<file path="config.mk">
export PLATFORM = sky130hd
export DESIGN_NAME = pgt_trip_top
export DESIGN_NICKNAME = d
export VERILOG_FILES = /design/src/rtl/pgt_pkg.sv /design/src/rtl/pgt_setting_dec.sv /design/src/rtl/pgt_cycle_timer.sv /design/src/rtl/pgt_trip_arb.sv /design/src/rtl/pgt_trip_top.sv
export SDC_FILE = /design/constraint.sdc
export NUM_CORES = 1
export LEC_CHECK = 0
export ABC_AREA = 0
export BUFFER_PORTS_ARGS = -buffer_cell sky130_fd_sc_hd__buf_2
export CORE_AREA = 2 2 39 41
export CTS_CLUSTER_DIAMETER = 120
export CTS_CLUSTER_SIZE = 25
export DETAILED_ROUTE_END_ITERATION = 12
export DIE_AREA = 0 0 41 43
export GPL_ROUTABILITY_DRIVEN = 0
export PLACE_DENSITY = 0.51
export SETUP_SLACK_MARGIN = 0.5
export SLEW_MARGIN = 10
export SYNTH_ARGS = -nofsm -noshare
export SYNTH_HDL_FRONTEND = slang
export SYNTH_SLANG_ARGS = --single-unit
</file>
<file path="constraint.sdc">
create_clock -name clk_i -period 1.1 [get_ports clk_i]
set_input_delay 0.22 -clock clk_i [delete_from_list [all_inputs] [get_ports clk_i]]
set_output_delay 0.22 -clock clk_i [all_outputs]
set_load 0.1 [all_outputs]
</file>
<file path="src/rtl/pgt_pkg.sv">
package pgt_pkg;
  typedef enum logic [1:0] {
    CAUSE_NONE = 2'b00,
    CAUSE_DIST = 2'b01,
    CAUSE_OCG  = 2'b10
  } cause_e;
endpackage

</file>
<file path="src/rtl/pgt_setting_dec.sv">
module pgt_setting_dec #(
  parameter int SET_W      = 5,
  parameter int DLY_W      = 4,
  parameter int WARN_BELOW = 3
) (
  input  logic [SET_W-1:0] set_i,
  output logic [DLY_W-1:0] dly_o,
  output logic             blocked_o,
  output logic             warn_o
);
  localparam int MAX_DLY = (1 << DLY_W) - 1;
  localparam logic [SET_W-1:0] MAX_SET  = SET_W'(MAX_DLY);
  localparam logic [SET_W-1:0] WARN_LIM = SET_W'(WARN_BELOW);

  always_comb begin
    blocked_o = (set_i > MAX_SET);
    dly_o     = set_i[DLY_W-1:0];
    warn_o    = !blocked_o && (set_i < WARN_LIM);
  end
endmodule

</file>
<file path="src/rtl/pgt_cycle_timer.sv">
module pgt_cycle_timer #(
  parameter int DLY_W = 4
) (
  input  logic             clk_i,
  input  logic             rst_ni,
  input  logic             ocg_i,
  input  logic             stb_i,
  input  logic [DLY_W-1:0] dly_i,
  input  logic             blocked_i,
  output logic             qual_o
);
  localparam logic [DLY_W-1:0] CNT_MAX = '1;

  logic [DLY_W-1:0] cnt_q, cnt_d;
  logic             cnt_en;

  always_comb begin
    cnt_en = !ocg_i || (stb_i && (cnt_q != CNT_MAX));
    cnt_d  = ocg_i ? cnt_q + 1'b1 : '0;
  end

  always_ff @(posedge clk_i or negedge rst_ni) begin
    if (!rst_ni)     cnt_q <= '0;
    else if (cnt_en) cnt_q <= cnt_d;
  end

  always_comb qual_o = ocg_i && !blocked_i && (cnt_q >= dly_i);
endmodule

</file>
<file path="src/rtl/pgt_trip_arb.sv">
module pgt_trip_arb
  import pgt_pkg::*;
(
  input  logic       clk_i,
  input  logic       rst_ni,
  input  logic       dist_i,
  input  logic       ocg_qual_i,
  output logic       trip_o,
  output logic [1:0] cause_o
);
  cause_e cause_d, cause_q;

  always_comb begin
    if (dist_i)          cause_d = CAUSE_DIST;
    else if (ocg_qual_i) cause_d = CAUSE_OCG;
    else                 cause_d = CAUSE_NONE;
  end

  always_ff @(posedge clk_i or negedge rst_ni) begin
    if (!rst_ni) cause_q <= CAUSE_NONE;
    else         cause_q <= cause_d;
  end

  assign cause_o = cause_q;
  assign trip_o  = (cause_q != CAUSE_NONE);
endmodule

</file>
<file path="src/rtl/pgt_trip_top.sv">
module pgt_trip_top #(
  parameter int SET_W      = 5,
  parameter int DLY_W      = 4,
  parameter int WARN_BELOW = 3
) (
  input  logic             clk_i,
  input  logic             rst_ni,
  input  logic             dist_gnd_i,
  input  logic             ocg_fwd_i,
  input  logic             cyc_stb_i,
  input  logic [SET_W-1:0] dly_set_i,
  output logic             trip_o,
  output logic [1:0]       cause_o,
  output logic             low_dly_warn_o
);
  logic [DLY_W-1:0] dly;
  logic             blocked;
  logic             ocg_qual;

  pgt_setting_dec #(.SET_W(SET_W), .DLY_W(DLY_W), .WARN_BELOW(WARN_BELOW)) u_dec (
    .set_i(dly_set_i), .dly_o(dly), .blocked_o(blocked), .warn_o(low_dly_warn_o)
  );

  pgt_cycle_timer #(.DLY_W(DLY_W)) u_tmr (
    .clk_i(clk_i), .rst_ni(rst_ni), .ocg_i(ocg_fwd_i), .stb_i(cyc_stb_i),
    .dly_i(dly), .blocked_i(blocked), .qual_o(ocg_qual)
  );

  pgt_trip_arb u_arb (
    .clk_i(clk_i), .rst_ni(rst_ni), .dist_i(dist_gnd_i), .ocg_qual_i(ocg_qual),
    .trip_o(trip_o), .cause_o(cause_o)
  );
endmodule


</file>
==> flow_metrics.py, run 1 <==
metrics = {
    "critical_path": {
        "crit_chain": "or2_4 -> buf_12",
        "worst_setup_path_end_kind": "output port",
        "cp_top_family": "flip-flops",
        "start_kind": "register",
        "path_class": "register to output port",
        "cp-startpoint": "u_arb.cause_o[1]",
        "reg2regPathDepth": 4,
        "rrSetupSlack_ns": -0.10,
        "critPathRequiredTime_ns": 0.88,
        "worst_r2r_startpoint": "u_tmr.cnt_q[1]",
        "crit_fanout": 2,
        "cp_slowest_cell": "dfrtp_4",
        "crit_arrival_ns": 1.14,
        "max_stage_delay_ns": 0.46,
        "rr_endpoint": "u_tmr.cnt_q[1]",
        "crit_buf_inv": 1,
    },
    "outcome": {
        "violations": "negative setup slack",
        "outcome": "finished, violations left",
    },
    "detailed_routing": {
        "drt-wirelength-per-cell_microns": 11.34,
        "route.met2.wl_microns": 463,
        "drc": 0,
        "m1WireLength_microns": 362,
        "first_pass_iters": 2,
        "vias_per_cell": 4.709,
        "topRoutingLayerUsed": "met4",
        "drt-initial-drc-count": 1,
        "wl_met3_microns": 60,
        "routed_wl_microns": 896,
        "ant_nets": 0,
        "vias": 372,
    },
    "logic_synthesis": {
        "syn-mean-instance-area_sq_um": 10.52,
        "ys_warn_count": 0,
        "synth_top_area_cell": "dfrtp_1",
        "yosysTopAreaCellShare_pct": 38.59,
        "syn-cell-area_sq_um": 389.1,
        "synth.area.top_cells": "dfrtp_1, ha_1, mux2i_1, inv_1, nand2_1",
        "yosysSeqAreaShare_pct": 38.59,
        "synth_fp_nets": 52,
        "synth_flop_cell": "dfrtp_1",
        "async_flop_share_pct": 100.0,
        "yosysUniqueCellTypes": 18,
        "synth_most_common_cell": "dfrtp_1",
        "synth_common_cells": "dfrtp_1, ha_1, inv_1",
        "synthCells": 37,
        "synth_edf_count": 0,
        "synth_seq_cells": 6,
    },
    "placement": {
        "port_buffers": 13,
        "preCtsSetupSlack_ns": -0.1187,
        "hpwlAfterDp_microns": 727,
        "place_inst": 72,
    },
    "global_route": {
        "grt_pass1_vias": 345,
        "grt-ovfl-total": 0,
        "antenna_found_initial": 0,
        "grt_pass1_wl_mm": 1.462,
        "grt_max_degree": 8,
        "grt_usage_pct": 12.74,
    },
    "floorplanning": {
        "core_sq_um": 1384,
        "die_w_microns": 41,
        "die-area_sq_um": 1763,
        "boundaryPins": 14,
        "die_h_microns": 43,
        "initial_core_util_pct": 28.12,
        "rows": 14,
    },
    "cts": {
        "clock_path_buffers": 2,
        "clk_latency_ns": 0.25,
        "numCtsBuffers": 3,
        "numClockSinks": 6,
        "clk_pin_slew_ns": 0.05,
        "cts_tree": "built",
        "root_buffer": "clkbuf_4",
        "htree_levels": 1,
    },
    "timing": {
        "final_max_slew_viol_count": 0,
        "max_freq_mhz": 735.5,
        "hold_violations": 0,
        "fin_crit_sh_pct": 123.6,
        "slew_headroom_pct": 77.33,
        "tightest_slew_ns": 0.3401,
        "rsz0062_at_grt": "yes",
        "fin_crit_ns": 1.360,
        "skew_ns": 0.002075,
        "timing.final.ws_setup_ns": -0.2596,
        "finalSetupTns_ns": -0.8363,
        "setup_viol": 9,
    },
    "final_layout": {
        "final_cells": 79,
        "drive_above_1_share_pct": 60.32,
        "antennaDiodeCount": 0,
        "final_nets": 79,
        "syn2layout_area_growth_pct": 92.93,
    },
    "job": {
        "maxCapViolations": 0,
    },
    "pwr": {
        "cellPowerDensity_nw_per_um2": 939.4,
        "p_leak_nw": 0.3477,
        "ir_drop_mv": 0.6188,
    },
    "worst_hold_path": {
        "holdCritPathClass": "primary input to register",
        "whs_path_depth": 1,
        "holdPathEnd": "u_arb.cause_o[0]",
        "hold_path.startpoint": "dist_gnd_i",
    },
}
[metal layers]
metal,global-route usage (%),vias to the layer above
met5,0,-
met4,6.000,0
met3,5.236,3
met2,19.06,14
met1,15.13,169
li1,-,186
[power breakdown]
group	switching (mW)	internal (mW)
registers	0.00897	0.232
logic	0.118	0.117
clock network	0.0915	0.138
total	0.218	0.487
[state kept, by name, summed over array words and instances (netlist names)]
| signal | cells |
|---|---|
| u_arb.cause_o | 2 |
| u_tmr.cnt_q | 4 |
[through the flow]
step	utilization (%)	area (sq um)	power, mW	hold slack (ns)
after CTS	50.09	693.2	0.6754	0.09602
after global placement	43.67	604.3	0.4108	0.04621
after global routing	54.25	750.7	0.7486	0.09695
final	54.25	750.7	0.7052	0.09945
after floorplan	-	429.2	0.3373	-0.07559
after detailed placement	43.67	604.3	0.4129	0.04578
[final cells by class]
type                            instances  area [sq um]
Tap cell                               16         20.02
Multi-Input combinational cell         26         302.8
Inverter                                5         18.77
Timing Repair Buffer                   22         225.2
Fill cell                             126         633.1
Clock buffer                            4         26.28
Sequential cell                         6         157.7
[layout by cell type, fill, tap and decap left out, types with 2 or more instances in the layout]
cell type  instances
dfrtp_4            2
inv_1              4
ha_4               3
nand2_1            4
buf_6              4
buf_12             4
clkbuf_4           3
ha_1               2
mux2i_1            2
buf_4              6
buf_2              6
dfrtp_1            4
[cells by family after synthesis]
family | count (synthesis) | share of synthesized area [%]
buffers and inverters | 5 | 4.824
AOI/OAI and AO/OA | 7 | 14.15
muxes | 2 | 5.145
DFF | 6 | 38.58
adders and majority gates | 5 | 16.08
and+or+nand+nor | 12 | 21.22
[worst register-to-register path, cell delays in order (launching register included)]
cell and delay (ns):
dfrtp_1 0.42, buf_6 0.14, ha_4 0.17, a31oi_4 0.16
mux2i_1 0.22
[repair_timing]
item	CTS	global route
buffers inserted	1	1
hold endpoints to repair	6	0
hold buffers	1	0
endpoints found under the setup margin	9	9
gates cloned	0	0
resized for setup	11	10
pin swaps	3	3
[worst max-delay path by stage]
stage	endpoint	slack (ns)	depth (start not counted)
global route	trip_o	-0.29	2
finish	trip_o	-0.26	2
detailed placement	u_tmr.cnt_q[1]	-0.12	4
CTS	trip_o	-0.27	2
global placement	u_tmr.cnt_q[1]	-0.10	4
floorplan	low_dly_warn_o	-0.54	1
Power figures use the tool's default switching activity.
==> inputs of run 2 (changes only) <==
--- a/config.mk
+++ b/config.mk
@@ -13,7 +13,7 @@
 export DETAILED_ROUTE_END_ITERATION = 12
 export DIE_AREA = 0 0 41 43
 export GPL_ROUTABILITY_DRIVEN = 0
-export PLACE_DENSITY = 0.51
+export REMOVE_ABC_BUFFERS = 1
 export SETUP_SLACK_MARGIN = 0.5
 export SLEW_MARGIN = 10
 export SYNTH_ARGS = -nofsm -noshare
==> run 2 against run 1 <==
The flow still finishes with violations (negative setup slack). Worst hold slack improved by 0.013 ns. Power fell by 8.2%. Final cell count rose by 1.3%. Wire length rose by 8.9%. Global-route usage rose by 0.39 points. Sequential power rose by 2%. Combinational power fell by 15%. Clock-buffer cell count fell by 1. Critical endpoint unchanged. Largest cell class unchanged.
==> flow_metrics.py, run 2 (synthesis results as in run 1) <==
metrics = {
    "final_layout": {
        "drive_above_1_share_pct": 56.25,
        "largest_register_ffs": 4,
        "final_nets": 81,
        "regMostFlops": "u_tmr.cnt_q",
        "final_cell_area_sq_um": 726.9,
        "layout_common_cells": "buf_2, buf_4",
        "syn2layout_area_growth_pct": 86.82,
        "antennaDiodeCount": 0,
    },
    "placement": {
        "port_buffers": 13,
        "hpwlAfterDp_microns": 683.8,
        "postPlaceCellArea_sq_um": 586.8,
    },
    "global_route": {
        "use_met1_pct": 16.39,
        "grt_usage_pct": 13.13,
        "antenna_found_initial": 0,
        "grt_max_degree": 8,
        "grt_pass1_vias": 338,
        "globalRoute.busiestLayer": "met2",
        "grt_pass1_wl_mm": 1.455,
        "grt-ovfl-total": 0,
        "grt_use_met2_pct": 17.50,
        "use_met3_pct": 3.141,
    },
    "detailed_routing": {
        "drt-initial-drc-count": 1,
        "routed_wl_microns": 976,
        "drc": 0,
        "vias": 382,
        "first_pass_iters": 2,
        "vias_per_cell": 4.775,
        "drt-wirelength-per-cell_microns": 12.20,
        "ant_nets": 0,
    },
    "floorplanning": {
        "die_w_microns": 41,
        "boundaryPins": 14,
        "initial_core_util_pct": 28.12,
        "rows": 14,
        "core_sq_um": 1384,
        "die_h_microns": 43,
        "die-area_sq_um": 1763,
    },
    "outcome": {
        "outcome": "finished, violations left",
        "violations": "negative setup slack",
    },
    "timing": {
        "fin_crit_sh_pct": 114.7,
        "setup_viol": 5,
        "max_freq_mhz": 792.3,
        "hold_violations": 0,
        "skew_ns": 0.003192,
        "slew_headroom_pct": 84.16,
        "fin_crit_ns": 1.262,
        "timing.final.ws_setup_ns": -0.1622,
        "finalSetupTns_ns": -0.5544,
        "rsz0062_at_grt": "yes",
        "holdWs_ns": 0.1123,
        "tightest_slew_ns": 0.2376,
        "final_max_slew_viol_count": 0,
    },
    "cts": {
        "htree_levels": 1,
        "numCtsBuffers": 3,
        "root_buffer": "clkbuf_4",
        "clock_path_buffers": 2,
        "clk_pin_slew_ns": 0.05,
        "clk_latency_ns": 0.24,
        "numClockSinks": 6,
        "cts_tree": "built",
    },
    "critical_path": {
        "cp_slowest_cell": "dfrtp_1",
        "max_stage_delay_ns": 0.39,
        "crit_arrival_ns": 1.04,
        "worst_setup_path_end_kind": "output port",
        "critPathRequiredTime_ns": 0.88,
        "crit_chain": "or2_4 -> buf_12",
        "crit_fanout": 2,
        "start_kind": "register",
        "path_class": "register to output port",
    },
    "pwr": {
        "p_leak_nw": 0.3581,
        "cellPowerDensity_nw_per_um2": 890.6,
        "ir_drop_mv": 0.2943,
        "power_mw": 0.6474,
    },
    "worst_hold_path": {
        "holdCritPathClass": "primary input to register",
    },
    "job": {
        "maxCapViolations": 0,
    },
}
[run 2: path summary, 6_finish.rpt]
check,start,to,slack (ns),cells past startpoint
worst max-delay path,u_arb.cause_o[0],trip_o,-0.16,2
worst min-delay path,dist_gnd_i,u_arb.cause_o[0],0.11,1
worst max register to register,u_tmr.cnt_q[1],u_arb.cause_o[1],-0.14,4
worst min register to register,u_tmr.cnt_q[0],u_tmr.cnt_q[0],0.61,2
max in group asynchronous,rst_ni,u_tmr.cnt_q[1],0.60,2
min in group asynchronous,rst_ni,u_arb.cause_o[0],0.34,2
[run 2: area by class of cell]
cell class / count / area (sq um)
repair buffers: 24 / 237.7
inverters: 5 / 18.77
clock buffers: 3 / 22.52
fillers: 128 / 656.9
flip-flops and latches: 6 / 152.6
multi-input cells: 26 / 275.3
well taps: 16 / 20.02
[run 2: through the flow]
step                std cells  util, %  setup WS (ns)
finish                     80    52.53        -0.1622
global route               80    52.53        -0.2038
CTS                        80    49.73        -0.1630
detailed placement         75    42.41        -0.1739
global placement           75    42.41        -0.1599
floorplan                  37        -         -4.050
[run 2: routing by layer]
| layer | vias to the layer above | wire length, microns |
|---|---|---|
| met5 | - | 0 |
| met4 | 0 | 12 |
| met3 | 2 | 29 |
| met2 | 8 | 506 |
| met1 | 182 | 428 |
| li1 | 190 | - |
[run 2: worst max-delay path, delay by kind of cell (launching register included)]
| family | cells | cell delay (ns) |
|---|---|---|
| DFF | 1 | 0.39 |
| and+or+nand+nor | 1 | 0.24 |
| buffers and inverters | 1 | 0.16 |
[run 2: timing repair]
item	CTS	global route
pin swaps	3	6
setup endpoints to repair	9	9
hold buffers	1	0
gates resized for setup	14	9
setup buffers	1	0
hold endpoints to repair	6	0
[run 2: where the power goes]
group,total [mW],internal (mW),switching [mW]
registers,0.246,0.232,0.0133
logic,0.199,0.0953,0.104
clock network,0.203,0.123,0.0791
total,0.647,0.451,0.196
